### src/rtl/vjh_pkg.sv
package vjh_pkg;
  localparam logic [10:0] MAKER_CODE = 11'h06E;
  localparam int          NIBS       = 8;

  typedef enum logic [1:0] {
    PATH_NONE = 2'd0,
    PATH_VIR  = 2'd1,
    PATH_INFO = 2'd2,
    PATH_NODE = 2'd3
  } path_e;

  function automatic logic [31:0] info_word(input logic [4:0] ver,
                                            input logic [7:0] mid,
                                            input logic [7:0] low);
    return {ver, mid, MAKER_CODE, low};
  endfunction
endpackage

### src/rtl/vjh_vir.sv
module vjh_vir #(
  parameter int VIR_W = 6
) (
  input  logic             clk,
  input  logic             rst,
  input  logic             tlr,
  input  logic             sel,
  input  logic             capture,
  input  logic             shift,
  input  logic             update,
  input  logic             tdi,
  output logic             so,
  output logic             committed,
  output logic [VIR_W-1:0] vir_q
);
  logic [VIR_W-1:0] sh;

  always_ff @(posedge clk) begin
    if (rst || tlr) begin
      sh    <= '0;
      vir_q <= '0;
    end else if (sel) begin
      if (capture)    sh <= vir_q;
      else if (shift) sh <= {tdi, sh[VIR_W-1:1]};
      if (update)     vir_q <= sh;
    end
  end

  assign so        = sh[0];
  assign committed = sel && update && !rst && !tlr;
endmodule

### src/rtl/vjh_info.sv
module vjh_info
  import vjh_pkg::*;
#(
  parameter int               NODES    = 2,
  parameter int               M_W      = 4,
  parameter logic [4:0]       HUB_VER  = 5'd1,
  parameter logic [4:0]       NODE_VER = 5'd1,
  parameter logic [NODES*8-1:0] NODE_IDS = 16'h8408
) (
  input  logic clk,
  input  logic rst,
  input  logic rewind,
  input  logic sel,
  input  logic capture,
  input  logic shift,
  input  logic update,
  output logic so
);
  localparam int WI_W = $clog2(NODES + 1);

  logic [WI_W-1:0] word_idx;
  logic [2:0]      nib_idx;
  logic [3:0]      nsh;
  logic [31:0]     word;
  logic [3:0]      nibble;

  always_comb begin
    word = info_word(HUB_VER, 8'(NODES), 8'(M_W));
    for (int k = 1; k <= NODES; k++) begin
      if (word_idx == WI_W'(k))
        word = info_word(NODE_VER, NODE_IDS[(k-1)*8 +: 8], 8'(k - 1));
    end
    nibble = word[nib_idx*4 +: 4];
  end

  always_ff @(posedge clk) begin
    if (rst || rewind) begin
      word_idx <= '0;
      nib_idx  <= '0;
      nsh      <= '0;
    end else if (sel) begin
      if (capture)    nsh <= nibble;
      else if (shift) nsh <= {1'b0, nsh[3:1]};
      if (update) begin
        nib_idx <= nib_idx + 3'd1;
        if (nib_idx == 3'(NIBS - 1))
          word_idx <= (word_idx == WI_W'(NODES)) ? '0 : word_idx + WI_W'(1);
      end
    end
  end

  assign so = nsh[0];
endmodule

### src/rtl/vjh_node.sv
module vjh_node #(
  parameter int DR_W = 8
) (
  input  logic clk,
  input  logic rst,
  input  logic sel,
  input  logic capture,
  input  logic shift,
  input  logic update,
  input  logic tdi,
  output logic so
);
  logic [DR_W-1:0] sh;
  logic [DR_W-1:0] held;

  always_ff @(posedge clk) begin
    if (rst) begin
      sh   <= '0;
      held <= '0;
    end else if (sel) begin
      if (capture)    sh <= held;
      else if (shift) sh <= {tdi, sh[DR_W-1:1]};
      if (update)     held <= sh;
    end
  end

  assign so = sh[0];
endmodule

### src/rtl/vjtag_hub.sv
module vjtag_hub
  import vjh_pkg::*;
#(
  parameter int                 IR_W     = 10,
  parameter logic [IR_W-1:0]    SEL_CODE = 10'h00E,
  parameter logic [IR_W-1:0]    ACC_CODE = 10'h00C,
  parameter int                 NODES    = 2,
  parameter int                 M_W      = 4,
  parameter int                 DBG_CMD  = 8,
  parameter int                 DR_W     = 8,
  parameter logic [4:0]         HUB_VER  = 5'd1,
  parameter logic [4:0]         NODE_VER = 5'd1,
  parameter logic [NODES*8-1:0] NODE_IDS = 16'h8408
) (
  input  logic            clk,
  input  logic            rst,
  input  logic            tlr,
  input  logic [IR_W-1:0] ir,
  input  logic            capture_dr,
  input  logic            shift_dr,
  input  logic            update_dr,
  input  logic            tdi,
  output logic            tdo
);
  localparam int AW    = $clog2(NODES + 1);
  localparam int VIR_W = AW + M_W;

  logic             is_sel, is_acc;
  logic             vir_so, vir_commit, info_so, hub_sel;
  logic [VIR_W-1:0] vir_q;
  logic [AW-1:0]    vir_addr;
  logic [M_W-1:0]   vir_cmd;
  logic [NODES-1:0] node_sel, node_so;
  path_e            path;
  logic             out_bit;

  assign is_sel   = (ir == SEL_CODE);
  assign is_acc   = (ir == ACC_CODE);
  assign vir_addr = vir_q[VIR_W-1:M_W];
  assign vir_cmd  = vir_q[M_W-1:0];
  assign hub_sel  = is_acc && (vir_q == '0);

  vjh_vir #(.VIR_W(VIR_W)) u_vir (
    .clk(clk), .rst(rst), .tlr(tlr), .sel(is_sel),
    .capture(capture_dr), .shift(shift_dr), .update(update_dr), .tdi(tdi),
    .so(vir_so), .committed(vir_commit), .vir_q(vir_q)
  );

  vjh_info #(
    .NODES(NODES), .M_W(M_W), .HUB_VER(HUB_VER),
    .NODE_VER(NODE_VER), .NODE_IDS(NODE_IDS)
  ) u_info (
    .clk(clk), .rst(rst), .rewind(tlr || vir_commit), .sel(hub_sel),
    .capture(capture_dr), .shift(shift_dr), .update(update_dr),
    .so(info_so)
  );

  for (genvar g = 0; g < NODES; g++) begin : g_node
    assign node_sel[g] = is_acc && (vir_addr == AW'(g + 1))
                         && (vir_cmd == M_W'(DBG_CMD));
    vjh_node #(.DR_W(DR_W)) u_node (
      .clk(clk), .rst(rst), .sel(node_sel[g]),
      .capture(capture_dr), .shift(shift_dr), .update(update_dr),
      .tdi(tdi), .so(node_so[g])
    );
  end

  always_comb begin
    if (is_sel)            path = PATH_VIR;
    else if (hub_sel)      path = PATH_INFO;
    else if (|node_sel)    path = PATH_NODE;
    else                   path = PATH_NONE;
    case (path)
      PATH_VIR:  out_bit = vir_so;
      PATH_INFO: out_bit = info_so;
      PATH_NODE: out_bit = |(node_sel & node_so);
      default:   out_bit = 1'b0;
    endcase
  end

  always_ff @(posedge clk) begin
    if (rst) tdo <= 1'b0;
    else     tdo <= shift_dr ? out_bit : 1'b0;
  end
endmodule

### config.mk
export PLATFORM = sky130hd
export DESIGN_NAME = vjtag_hub
export DESIGN_NICKNAME = d
export VERILOG_FILES = /design/src/rtl/vjh_pkg.sv /design/src/rtl/vjh_vir.sv /design/src/rtl/vjh_info.sv /design/src/rtl/vjh_node.sv /design/src/rtl/vjtag_hub.sv
export SDC_FILE = /design/constraint.sdc
export NUM_CORES = 1
export LEC_CHECK = 0
export CAP_MARGIN = 20
export CORE_AREA = 5 5 75 77
export CTS_CLUSTER_DIAMETER = 50
export DETAILED_ROUTE_END_ITERATION = 10
export DIE_AREA = 0 0 80 82
export PLACE_DENSITY = 0.76
export SETUP_SLACK_MARGIN = 0.4
export SLEW_MARGIN = 20
export SYNTH_ARGS = -nofsm -noshare
export SYNTH_HDL_FRONTEND = slang
export SYNTH_HIERARCHICAL = 1
export SYNTH_SLANG_ARGS = --single-unit
### constraint.sdc
create_clock -name clk -period 2.55 [get_ports clk]
set_input_delay 0.255 -clock clk [delete_from_list [all_inputs] [get_ports clk]]
set_output_delay 0.255 -clock clk [all_outputs]
set_load 0.05 [all_outputs]
==> metrics.md <==
| Metric | Value |
|---|---|
| Status | complete, no violations |
| Die width | 80 um |
| Gr usage total | 0.171 |
| CP Capture Point | g_node[1].u_node/sh[5] |
| Clk buf depth | 2 |
| Post-synth EDFFs | 0 |
| Maximum clock frequency | 488 MHz |
| Pwr Density | 473 nW/um2 |
| Register Area | 1080 um2 |
| Cells after Synth | 285 |
| Detailed Route WL | 5.46 mm |
| Reg power frac | 0.558 |
| Drt initial violations | 129 |
| Clk pwr share | 0.384 |
| Initial Util | 0.545 |
| Main synth FF type | dfxtp_1 |
| Syn nets | 309 |
| Number of synthesized register bits | 54 |
| Worst setup path startpoint | ir[5] |
| P_leak | 1.10 nW |
| Delay-heaviest family, CP | simple AND/OR/NAND/NOR gates |
| VDD IR max | 0.000361 V |
| Register area share after synthesis | 0.401 |
| Fin Setup TNS | 0 ns |
| First-pass GRT wire length | 8.93 mm |
| Layout cell share with drive strength beyond 1 | 0.280 |
| DR pass1 iterations | 4 |
| Internal power | 1.19 mW |
| Syn Area/Cell | 9.46 um2 |
| Worst Path Arrival | 2.28 ns |
| RSZ-0062 raised after global routing | false |
| Critical path fanouts, max | 8 |
| Sw Ratio | 0.209 |
| Yosys top cell area share | 0.401 |
| Tmin final | 2.05 ns |
| Hold buffers post-CTS | 0 |
| Cell taking the most area after synthesis | dfxtp_1 |
| Levels on crit path | 9 |
| CTS Sinks | 54 |
| Nets | 342 |
| Top Ports | 18 |
| Crit path capture type | flop |
| Commonest cells in the netlist | dfxtp_1, nand2_1, a21oi_1 |
| Clk_skew | 0.00519 ns |
| Startpoint Class | input pin |
| Initial antenna violation count | 0 |
| Clock buffer count from CTS | 5 |
| WS Path Type | input pin to flop |
| Yosys Warn Count | 6 |
| DPL Wire Length | 3.40 mm |
| Routed WL per cell | 14.1 um |
| Post-Place Cells | 364 |
| IO buf count | 17 |
| GPL Wtd Cong | 0.797 |
| Die Span Y | 82 um |
| Asr flop ratio synth | 0 |
| Clock-pin slew on the worst setup and hold paths | 0.09 ns |
| FF-to-FF path depth | 8 |
| Worst slew pin tran | 0.762 ns |
| Logic pwr share | 0.058 |
| HP Class | input pin to flop |
| Most common cell in the synthesized netlist | dfxtp_1 |
| Area of the core | 4940 um2 |
| Total power draw | 1.51 mW |
| TritonCTS clock tree | done |
| R2R Path End | g_node[1].u_node/sh[5] |
| Maxcap violations | 0 |
| Final worst path period share | 0.804 |
| Slowest CP cell | or4_4 |
| Site row count | 26 |
| Final ANT Viol Nets | 0 |
| P&R area growth vs syn | 18.5% |
| Post-synthesis cell area | 2700 um2 |
| H-tree Lvls | 2 |
| Antenna diodes | 0 |
| Drt via density | 5.59 |
| Worst path required time | 2.78 ns |
| Crit-path max cell delay | 0.42 ns |
| Hold Vio Cnt, Final | 0 |
| Vias | 2167 |
| RR Startpoint | u_vir/vir_q[1] |
| Worst-Skew Late Latency | 0.31 ns |
| Root buffer cell | clkbuf_8 |
| Critical path cell sequence | clkdlybuf4s50_1 > or4_4 > nor2_4 > nand4_1 > nor3b_2 > buf_6 > o21a_4 > nor2_2 > a211oi_2 |
| Largest net degree at the start of global routing | 35 |
| Vias in the first global route | 1989 |
| GRT overflow | 0 |
| # fillers | 417 |
| Worst slew margin | 0.492 |
| Synth cell types | 45 |
| Flop2flop setup slack | 0.63 ns |
| Final Max Tran Viols | 0 |
| Die ar. | 6560 um2 |
| Area occupied by multi-input gates | 1510 um2 |
| Final setup viols | 0 |
| Critical path buffers and inverters | 2 |
| Final std cells w/o fill | 388 |
| Sw Pwr | 0.316 mW |
| Synth area leaders | dfxtp_1, a211oi_2, mux2i_1 |
| DRC Markers | 0 |
## final cells by class
cell class | instances | area share
well taps | 70 | 0.0274
clock buffers | 6 | 0.0259
flip-flops and latches | 54 | 0.339
repair buffers | 43 | 0.119
multi-input cells | 208 | 0.473
inverters | 6 | 0.00705
clock inverters | 1 | 0.00940
## tightest hold or removal path, cell delays in order
cell and delay, ns:
dlymetal6s2s_1 0.08, or4_4 0.13, nor2_4 0.04, nand3_2 0.05, o32ai_1 0.10
## worst min-delay path by stage
stage | slack, ns | startpoint | depth (start not counted) | end
2_1_floorplan | 0.41 | update_dr | 2 | u_vir/vir_q[1]
3_3_place_gp | 0.44 | g_node[0].u_node/held[5] | 2 | g_node[0].u_node/held[5]
3_5_place_dp | 0.45 | g_node[1].u_node/held[1] | 2 | g_node[1].u_node/held[1]
4_1_cts | 0.46 | g_node[1].u_node/held[1] | 2 | g_node[1].u_node/held[1]
5_1_grt | 0.44 | ir[6] | 5 | tdo
6_report | 0.41 | ir[7] | 5 | tdo
## per-stage QoR
step                      setup WS, ns   util  instance area [um2]  hold slack (ns)
after floorplan                  0.533      -                 2700            0.415
after global placement          0.0978  0.580                 2870            0.443
after detailed placement        0.0752  0.580                 2870            0.448
after CTS                        0.412  0.609                 3010            0.460
after global routing             0.364  0.646                 3190            0.440
final                            0.499  0.646                 3190            0.410
## power groups by stage
stage	combinational [mW]	clock (mW)	sequential, mW
after floorplan	0.0481	0	0.862
after global placement	0.0855	0	0.862
after detailed placement	0.0859	0	0.862
after CTS	0.0861	0.596	0.843
after global routing	0.0930	0.633	0.843
final	0.0877	0.580	0.842
## cells by family after synthesis
group / share of synthesized area
AND/OR/NAND/NOR: 0.197
AO/OA/AOI/OAI: 0.209
flip-flops: 0.401
buffers and inverters: 0.0678
multiplexers: 0.0891
adder cells (fa/ha/maj): 0.0325
XOR/XNOR: 0.00325
## layout by cell type, fill, tap and decap left out, types with 3 or more instances in the layout
cell type        Yosys  routed
buf_4                3      23
buf_6                3       3
nor2_2               8      12
dfxtp_1             54      54
mux2i_1             24      24
nand3_1             26      25
a211oi_2            22      22
nor2_4               1       3
ha_1                 7       7
clkdlybuf4s50_1      0      13
dlymetal6s2s_1       0       3
nand2_1             31      29
nor2_1              25      19
inv_1                5       5
a21oi_1             27      26
o21a_4               3       4
clkbuf_8             0       6
## timing repair
item | 4_1_cts | 5_1_grt
setup buffers | 4 | 11
setup endpoints to repair | 6 | 33
cloned | 0 | 2
pin swaps | 0 | 10
gates resized for setup | 0 | 24
## state kept, by name, indices dropped and copies added (netlist names)
name,count
tdo,1
u_info/nib_idx,3
u_info/word_idx,2
g_node.u_node/sh,16
u_vir/sh,6
u_vir/vir_q,6
u_info/nsh,4
g_node.u_node/held,16
## metal layers
metal / share of wire / routed length, um / global-route usage / up-vias
li1: - / - / - / 1077
met1: 0.46 / 2540 / 0.219 / 1034
met2: 0.48 / 2610 / 0.281 / 49
met5: 0 / 0 / 0 / -
met3: 0.044 / 240 / 0.0439 / 7
met4: 0.013 / 72 / 0.0591 / 0
(Power assumes the default switching activity.)
